<file path="config.mk">
export PLATFORM = sky130hd
export DESIGN_NAME = hfadc_seq
export DESIGN_NICKNAME = d
export VERILOG_FILES = /design/src/rtl/hfadc_pkg.sv /design/src/rtl/hfadc_edge_det.sv /design/src/rtl/hfadc_phase_cnt.sv /design/src/rtl/hfadc_result_buf.sv /design/src/rtl/hfadc_fsm.sv /design/src/rtl/hfadc_seq.sv
export SDC_FILE = /design/constraint.sdc
export NUM_CORES = 1
export LEC_CHECK = 0
export CELL_PAD_IN_SITES_DETAIL_PLACEMENT = 0
export CELL_PAD_IN_SITES_GLOBAL_PLACEMENT = 1
export CORE_ASPECT_RATIO = 0.9
export CORE_MARGIN = 2
export CORE_UTILIZATION = 35
export CTS_CLUSTER_DIAMETER = 200
export DETAILED_ROUTE_END_ITERATION = 10
export PLACE_DENSITY = 0.72
export SYNTH_ARGS = -nofsm -noshare
export SYNTH_HDL_FRONTEND = slang
export SYNTH_SLANG_ARGS = --single-unit
</file>
<file path="constraint.sdc">
create_clock -name clk -period 1.8 [get_ports clk]
set_clock_uncertainty 0.15 [all_clocks]
set_input_delay 0.54 -clock clk [delete_from_list [all_inputs] [get_ports clk]]
set_output_delay 0.54 -clock clk [all_outputs]
set_load 0.005 [all_outputs]
</file>
<file path="src/rtl/hfadc_pkg.sv">
package hfadc_pkg;

    typedef enum logic [2:0] {
        ST_IDLE,
        ST_R_HI,
        ST_R_LO,
        ST_W_HI,
        ST_W_WAIT,
        ST_W_LO,
        ST_DONE
    } seq_state_t;

    typedef struct packed {
        logic cs;
        logic rd;
        logic wr;
    } bus_ev_t;

    localparam int unsigned BUS_EV_W = $bits(bus_ev_t);

endpackage

</file>
<file path="src/rtl/hfadc_edge_det.sv">
module hfadc_edge_det #(
    parameter int unsigned W = 3
) (
    input  logic         clk,
    input  logic         rst_n,
    input  logic [W-1:0] lvl,
    output logic [W-1:0] fall,
    output logic [W-1:0] rise
);

    logic [W-1:0] lvl_q;

    // Bus strobes idle high, so the previous level resets high.
    always_ff @(posedge clk or negedge rst_n) begin
        if (!rst_n) begin
            lvl_q <= '1;
        end else begin
            lvl_q <= lvl;
        end
    end

    genvar g;
    generate
        for (g = 0; g < W; g++) begin : g_bit
            assign fall[g] =  lvl_q[g] & ~lvl[g];
            assign rise[g] = ~lvl_q[g] &  lvl[g];
        end
    endgenerate

endmodule

</file>
<file path="src/rtl/hfadc_phase_cnt.sv">
module hfadc_phase_cnt #(
    parameter int unsigned CYCLES = 4
) (
    input  logic clk,
    input  logic rst_n,
    input  logic clear,
    input  logic run,
    output logic done
);

    localparam int unsigned CW = (CYCLES > 1) ? $clog2(CYCLES) : 1;
    localparam logic [CW-1:0] LAST = CW'(CYCLES - 1);

    logic [CW-1:0] cnt;

    assign done = run && (cnt == LAST);

    always_ff @(posedge clk or negedge rst_n) begin
        if (!rst_n) begin
            cnt <= '0;
        end else if (clear) begin
            cnt <= '0;
        end else if (run) begin
            cnt <= done ? '0 : cnt + 1'b1;
        end
    end

endmodule

</file>
<file path="src/rtl/hfadc_result_buf.sv">
module hfadc_result_buf #(
    parameter int unsigned DATA_W = 8
) (
    input  logic              clk,
    input  logic              rst_n,
    input  logic              capture,
    input  logic [DATA_W-1:0] sample,
    input  logic              latch_hi,
    input  logic              latch_lo,
    output logic [DATA_W-1:0] result
);

    localparam int unsigned HALF_W = DATA_W / 2;

    logic [DATA_W-1:0] hold_q;
    logic [1:0]        half_en;

    assign half_en = {latch_hi, latch_lo};

    // Track-and-hold stand-in: the whole input is frozen at the start edge.
    always_ff @(posedge clk or negedge rst_n) begin
        if (!rst_n) begin
            hold_q <= '0;
        end else if (capture) begin
            hold_q <= sample;
        end
    end

    genvar h;
    generate
        for (h = 0; h < 2; h++) begin : g_half
            always_ff @(posedge clk or negedge rst_n) begin
                if (!rst_n) begin
                    result[h*HALF_W +: HALF_W] <= '0;
                end else if (half_en[h]) begin
                    result[h*HALF_W +: HALF_W] <= hold_q[h*HALF_W +: HALF_W];
                end
            end
        end
    endgenerate

endmodule

</file>
<file path="src/rtl/hfadc_fsm.sv">
module hfadc_fsm
    import hfadc_pkg::*;
(
    input  logic    clk,
    input  logic    rst_n,
    input  logic    mode,
    input  logic    pwrdn,
    input  logic    cs_n,
    input  bus_ev_t ev_fall,
    input  bus_ev_t ev_rise,
    input  logic    phase_done,
    output logic    phase_run,
    output logic    phase_clear,
    output logic    capture,
    output logic    latch_hi,
    output logic    latch_lo,
    output logic    result_ready,
    output logic    int_n,
    output logic    rdy_oe
);

    seq_state_t state, state_next;
    logic       wr_early;
    logic       start_rd, start_wr;
    logic       release_ev;

    assign start_rd   = !mode && ev_fall.rd && !cs_n && !pwrdn;
    assign start_wr   =  mode && ev_fall.wr && !cs_n && !pwrdn;
    assign release_ev = ev_rise.cs || ev_rise.rd;

    // State register
    always_ff @(posedge clk or negedge rst_n) begin
        if (!rst_n) begin
            state <= ST_IDLE;
        end else begin
            state <= state_next;
        end
    end

    // Next state and latch strobes
    always_comb begin
        state_next = state;
        capture    = 1'b0;
        latch_hi   = 1'b0;
        latch_lo   = 1'b0;
        if (pwrdn) begin
            state_next = ST_IDLE;
        end else begin
            unique case (state)
                ST_IDLE, ST_DONE: begin
                    if (start_rd) begin
                        state_next = ST_R_HI;
                        capture    = 1'b1;
                    end else if (start_wr) begin
                        state_next = ST_W_HI;
                        capture    = 1'b1;
                    end else if (state == ST_DONE && release_ev) begin
                        state_next = ST_IDLE;
                    end
                end
                ST_R_HI: begin
                    if (phase_done) begin
                        latch_hi   = 1'b1;
                        state_next = ST_R_LO;
                    end
                end
                ST_R_LO: begin
                    if (phase_done) begin
                        latch_lo   = 1'b1;
                        state_next = ST_DONE;
                    end
                end
                ST_W_HI: begin
                    if (phase_done) begin
                        if (wr_early || ev_rise.wr) begin
                            latch_hi   = 1'b1;
                            state_next = ST_W_LO;
                        end else begin
                            state_next = ST_W_WAIT;
                        end
                    end
                end
                ST_W_WAIT: begin
                    if (ev_rise.wr) begin
                        latch_hi   = 1'b1;
                        state_next = ST_W_LO;
                    end
                end
                ST_W_LO: begin
                    if (phase_done) begin
                        latch_lo   = 1'b1;
                        state_next = ST_DONE;
                    end
                end
                default: state_next = ST_IDLE;
            endcase
        end
    end

    assign phase_run   = (state == ST_R_HI) || (state == ST_R_LO) ||
                         (state == ST_W_HI) || (state == ST_W_LO);
    assign phase_clear = (state_next != state);
    assign result_ready = (state == ST_DONE);

    // Remembers a write release that arrives during the upper phase.
    always_ff @(posedge clk or negedge rst_n) begin
        if (!rst_n) begin
            wr_early <= 1'b0;
        end else if (capture) begin
            wr_early <= 1'b0;
        end else if (state == ST_W_HI && ev_rise.wr) begin
            wr_early <= 1'b1;
        end
    end

    // Registered outputs
    always_ff @(posedge clk or negedge rst_n) begin
        if (!rst_n) begin
            int_n  <= 1'b1;
            rdy_oe <= 1'b0;
        end else begin
            int_n <= (state_next != ST_DONE);
            if (pwrdn || mode || ev_rise.cs) begin
                rdy_oe <= 1'b0;
            end else if (state == ST_R_LO && phase_done) begin
                rdy_oe <= 1'b0;
            end else if (ev_fall.cs) begin
                rdy_oe <= 1'b1;
            end
        end
    end

endmodule

</file>
<file path="src/rtl/hfadc_seq.sv">
module hfadc_seq
    import hfadc_pkg::*;
#(
    parameter int unsigned DATA_W      = 8,
    parameter int unsigned HALF_CYCLES = 4
) (
    input  logic              clk,
    input  logic              rst_n,
    input  logic              mode,
    input  logic              cs_n,
    input  logic              rd_n,
    input  logic              wr_n,
    input  logic              pwrdn,
    input  logic [DATA_W-1:0] sample,
    output logic [DATA_W-1:0] data_out,
    output logic              data_oe,
    output logic              int_n,
    output logic              rdy_oe
);

    bus_ev_t              bus_lvl, ev_fall, ev_rise;
    logic [BUS_EV_W-1:0]  fall_v, rise_v;
    logic                 phase_run, phase_clear, phase_done;
    logic                 capture, latch_hi, latch_lo, result_ready;

    assign bus_lvl = '{cs: cs_n, rd: rd_n, wr: wr_n};
    assign ev_fall = bus_ev_t'(fall_v);
    assign ev_rise = bus_ev_t'(rise_v);

    hfadc_edge_det #(.W(BUS_EV_W)) u_edges (
        .clk   (clk),
        .rst_n (rst_n),
        .lvl   (bus_lvl),
        .fall  (fall_v),
        .rise  (rise_v)
    );

    hfadc_phase_cnt #(.CYCLES(HALF_CYCLES)) u_phase (
        .clk   (clk),
        .rst_n (rst_n),
        .clear (phase_clear),
        .run   (phase_run),
        .done  (phase_done)
    );

    hfadc_fsm u_fsm (
        .clk          (clk),
        .rst_n        (rst_n),
        .mode         (mode),
        .pwrdn        (pwrdn),
        .cs_n         (cs_n),
        .ev_fall      (ev_fall),
        .ev_rise      (ev_rise),
        .phase_done   (phase_done),
        .phase_run    (phase_run),
        .phase_clear  (phase_clear),
        .capture      (capture),
        .latch_hi     (latch_hi),
        .latch_lo     (latch_lo),
        .result_ready (result_ready),
        .int_n        (int_n),
        .rdy_oe       (rdy_oe)
    );

    hfadc_result_buf #(.DATA_W(DATA_W)) u_buf (
        .clk      (clk),
        .rst_n    (rst_n),
        .capture  (capture),
        .sample   (sample),
        .latch_hi (latch_hi),
        .latch_lo (latch_lo),
        .result   (data_out)
    );

    // Bus driver: only with a finished result and both strobes low.
    assign data_oe = result_ready && !cs_n && !rd_n && !pwrdn;

endmodule

</file>
==> metrics.csv <==
stage;metric;value;unit
outcome;outcome;finished, violations left;
outcome;failing checks;negative setup slack;
clock_tree;Reg clk slew, reported paths;100;ps
synthesis;Post-synth EDFFs;0;
hold_path;Hold WC Path Type;in2reg;
global_route;largest net degree at the start of global routing;28;
layout;Final nets;181;
synthesis;Synth top area share;0.409;
global_route;vias in the first global route;1164;
synthesis;syn_nets;136;
routing;# DRC;0;
timing;Setup-failing EPs final;1;
timing;worst setup margin;-77.1;ps
routing;drt wl/cell;14.0;um
timing;Worst slew margin;0.823;
layout;area growth from synthesis to layout;36.9;%
clock_tree;total CTS buffers;3;
synthesis;Synth Cell Area;1410;um2
worst_setup_path;Crit path required time;1110;ps
worst_setup_path;crit path kind;in2out;
placement;I/O Buffers;25;
synthesis;FF+latch count, synth;27;
pwr;Power per Cell Area;746;nW/um2
routing;DR vias;1070;
worst_setup_path;critical path's top delay family;simple AND/OR/NAND/NOR gates;
global_route;GR Util All Layers;0.147;
timing;final hold violations;0;
worst_setup_path;crit-path max cell delay;220;ps
layout;most common cell after layout, fill and taps aside;dfrtp_1;
clock_tree;clk sinks;27;
placement;pre-CTS setup slack;-933;ps
synthesis;syn_area_per_cell;11.7;um2
routing;Final ANT Viol Nets;0;
synthesis;Unique masters post-synth;42;
layout;layout filler cell count;355;
die;row count;21;
routing;DR pass1 iterations;4;
timing;period utilisation layout;1.04;
synthesis;cell taking the most area after synthesis;dfrtp_1;
routing;vias per cell;5.10;
die;CORE AREA;3780;um2
synthesis;Async SR Flop Fraction;1.00;
clock_tree;worst-skew pair later-pin latency;280;ps
clock_tree;hold_buf cts;0;
synthesis;Seq/Total Area, Yosys;0.484;
global_route;global-route wire length before repair;5330;um
die;die span in y;64.2;um
timing;actual slew at the worst max-slew pin;263;ps
worst_setup_path;crit path launch type;primary input;
clock_tree;CTS H-tree lvls;1;
global_route;initial antenna violation count;0;
pwr;Lkg Pwr;0.883;nW
layout;most frequent cells in the layout;23 x dfrtp_1, 17 x buf_4, 16 x mux2_2;
synthesis;Synth Warn #;0;
worst_setup_path;critical path data arrival time;1190;ps
placement;Post-DP HPWL;2200;um
timing;RSZ-0062 raised after global routing;true;
die;die width;70.8;um
die;full die area;4550;um2
flow_run;max-cap violation count;0;
layout;Layout Utilization;0.509;
timing;post-route minimum period;1880;ps
timing;Hold Slack;330;ps
die;IO Pins;26;
synthesis;Synth area leaders;dfrtp_1 41%, mux2_2 13%, dfstp_2 7.5%;
global_route;GRT overflow;0;
worst_setup_path;crit path max-delay cell type;nor3_4;
layout;fraction of layout cells with a size suffix above 1;0.415;
timing;fmax;533;MHz
layout;ant diodes;0;
clock_tree;TritonCTS clock tree;done;
worst_setup_path;crit path cell chain;buf_8, nor3_4, nor3b_2, buf_2;
worst_setup_path;CP bufs+invs;2;
worst_setup_path;crit-path max FO;2;
placement;Routability Congestion;0.786;
clock_tree;CTS max path bufs;2;
die;Initial Util;0.372;
pwr;peak supply drop;0.597;mV
synthesis;Syn Inst Count;120;
synthesis;Top FF cell, synth;dfrtp_1;
worst_setup_path;CP endpoint kind;primary output;
routing;Initial DRC Count;54;
routing;Post-Route WL;2940;um
clock_tree;Root Driver;clkbuf_8;
timing;Final Max Slew Viols;0;
timing;Setup TNS;-77.1;ps
==> kinds of logic (layout without fill, tap and decap cells) <==
group           Yosys count  in the layout  synth area share
fa+ha+maj                 1              1           0.00889
xor+xnor                  1              1           0.00622
simple gates             33             33             0.153
flops                    27             27             0.484
compound gates           29             29             0.153
mux                      18             18             0.142
buf+inv                  11             55            0.0533
==> per-layer routing <==
layer | wire, um | track usage | vias up
li1 | - | - | 522
met1 | 1390 | 0.186 | 520
met2 | 1380 | 0.251 | 24
met3 | 163 | 0.0457 | 4
met4 | 19 | 0.0212 | 0
met5 | 0 | 0 | -
==> final cells by class <==
| class | instances | area, um2 | share of cell area |
|---|---|---|---|
| clock buffer | 3 | 41.3 | 0.0214 |
| inverter | 6 | 22.5 | 0.0117 |
| sequential | 27 | 681 | 0.353 |
| tap | 46 | 57.6 | 0.0299 |
| clock inverter | 1 | 7.51 | 0.00390 |
| timing repair buffer | 45 | 402 | 0.208 |
| multi-input combinational | 82 | 716 | 0.371 |
==> worst paths after layout <==
kind	startpoint	to	slack, ps	cells after the start
min in group asynchronous	rst_n	u_fsm.rdy_oe	450	2
worst max-delay path	rd_n	data_oe	-80	4
worst max register to register	u_fsm.state[0]	u_buf.result[6]	50	5
worst min register to register	u_buf.result[3]	u_buf.result[3]	360	1
max in group asynchronous	rst_n	u_edges.lvl_q[0]	810	2
worst min-delay path	rd_n	u_edges.lvl_q[1]	330	2
==> stage by stage <==
step | cells | total power [mW] | instance area (um2)
after floorplan | 120 | 0.921 | 1410
after global placement | 205 | 1.06 | 1820
after detailed placement | 205 | 1.08 | 1820
after CTS | 210 | 1.44 | 1890
after global routing | 210 | 1.53 | 1930
final | 210 | 1.44 | 1930
==> synth_stat cells, types with 2 or more instances <==
library cell and n:
inv_1 6, nor3b_1 2, nor4_1 2, nor2_1 5, a21oi_2 2, dfrtp_1 23
and2b_1 2, o21ai_0 8, buf_6 4, nor3_1 2, nand3_1 3, mux2_2 16
o21ai_2 3, dfstp_2 4, nor3_2 2, a21oi_1 3, o21a_1 3, nand2_1 4
mux2i_1 2, and2_1 2
==> sequential cells by signal, summed over array words and instances (netlist names) <==
| name | count |
|---|---|
| u_fsm.state | 3 |
| u_fsm.rdy_oe | 1 |
| u_edges.lvl_q | 3 |
| u_fsm.int_n | 1 |
| u_phase.cnt | 2 |
| u_buf.hold_q | 8 |
| u_buf.result | 8 |
| u_fsm.wr_early | 1 |
==> report_power, final <==
part / total [mW] / switching [mW] / internal [mW]
clock network: 0.358 / 0.201 / 0.157
logic: 0.314 / 0.127 / 0.187
registers: 0.766 / 0.0592 / 0.707
==> timing repair <==
item / 4_1_cts / 5_1_grt
setup buffers: 1 / 0
setup endpoints to repair: 33 / 7
resized for setup: 38 / 7
pin swaps: 3 / 3
(Power assumes the default switching activity.)
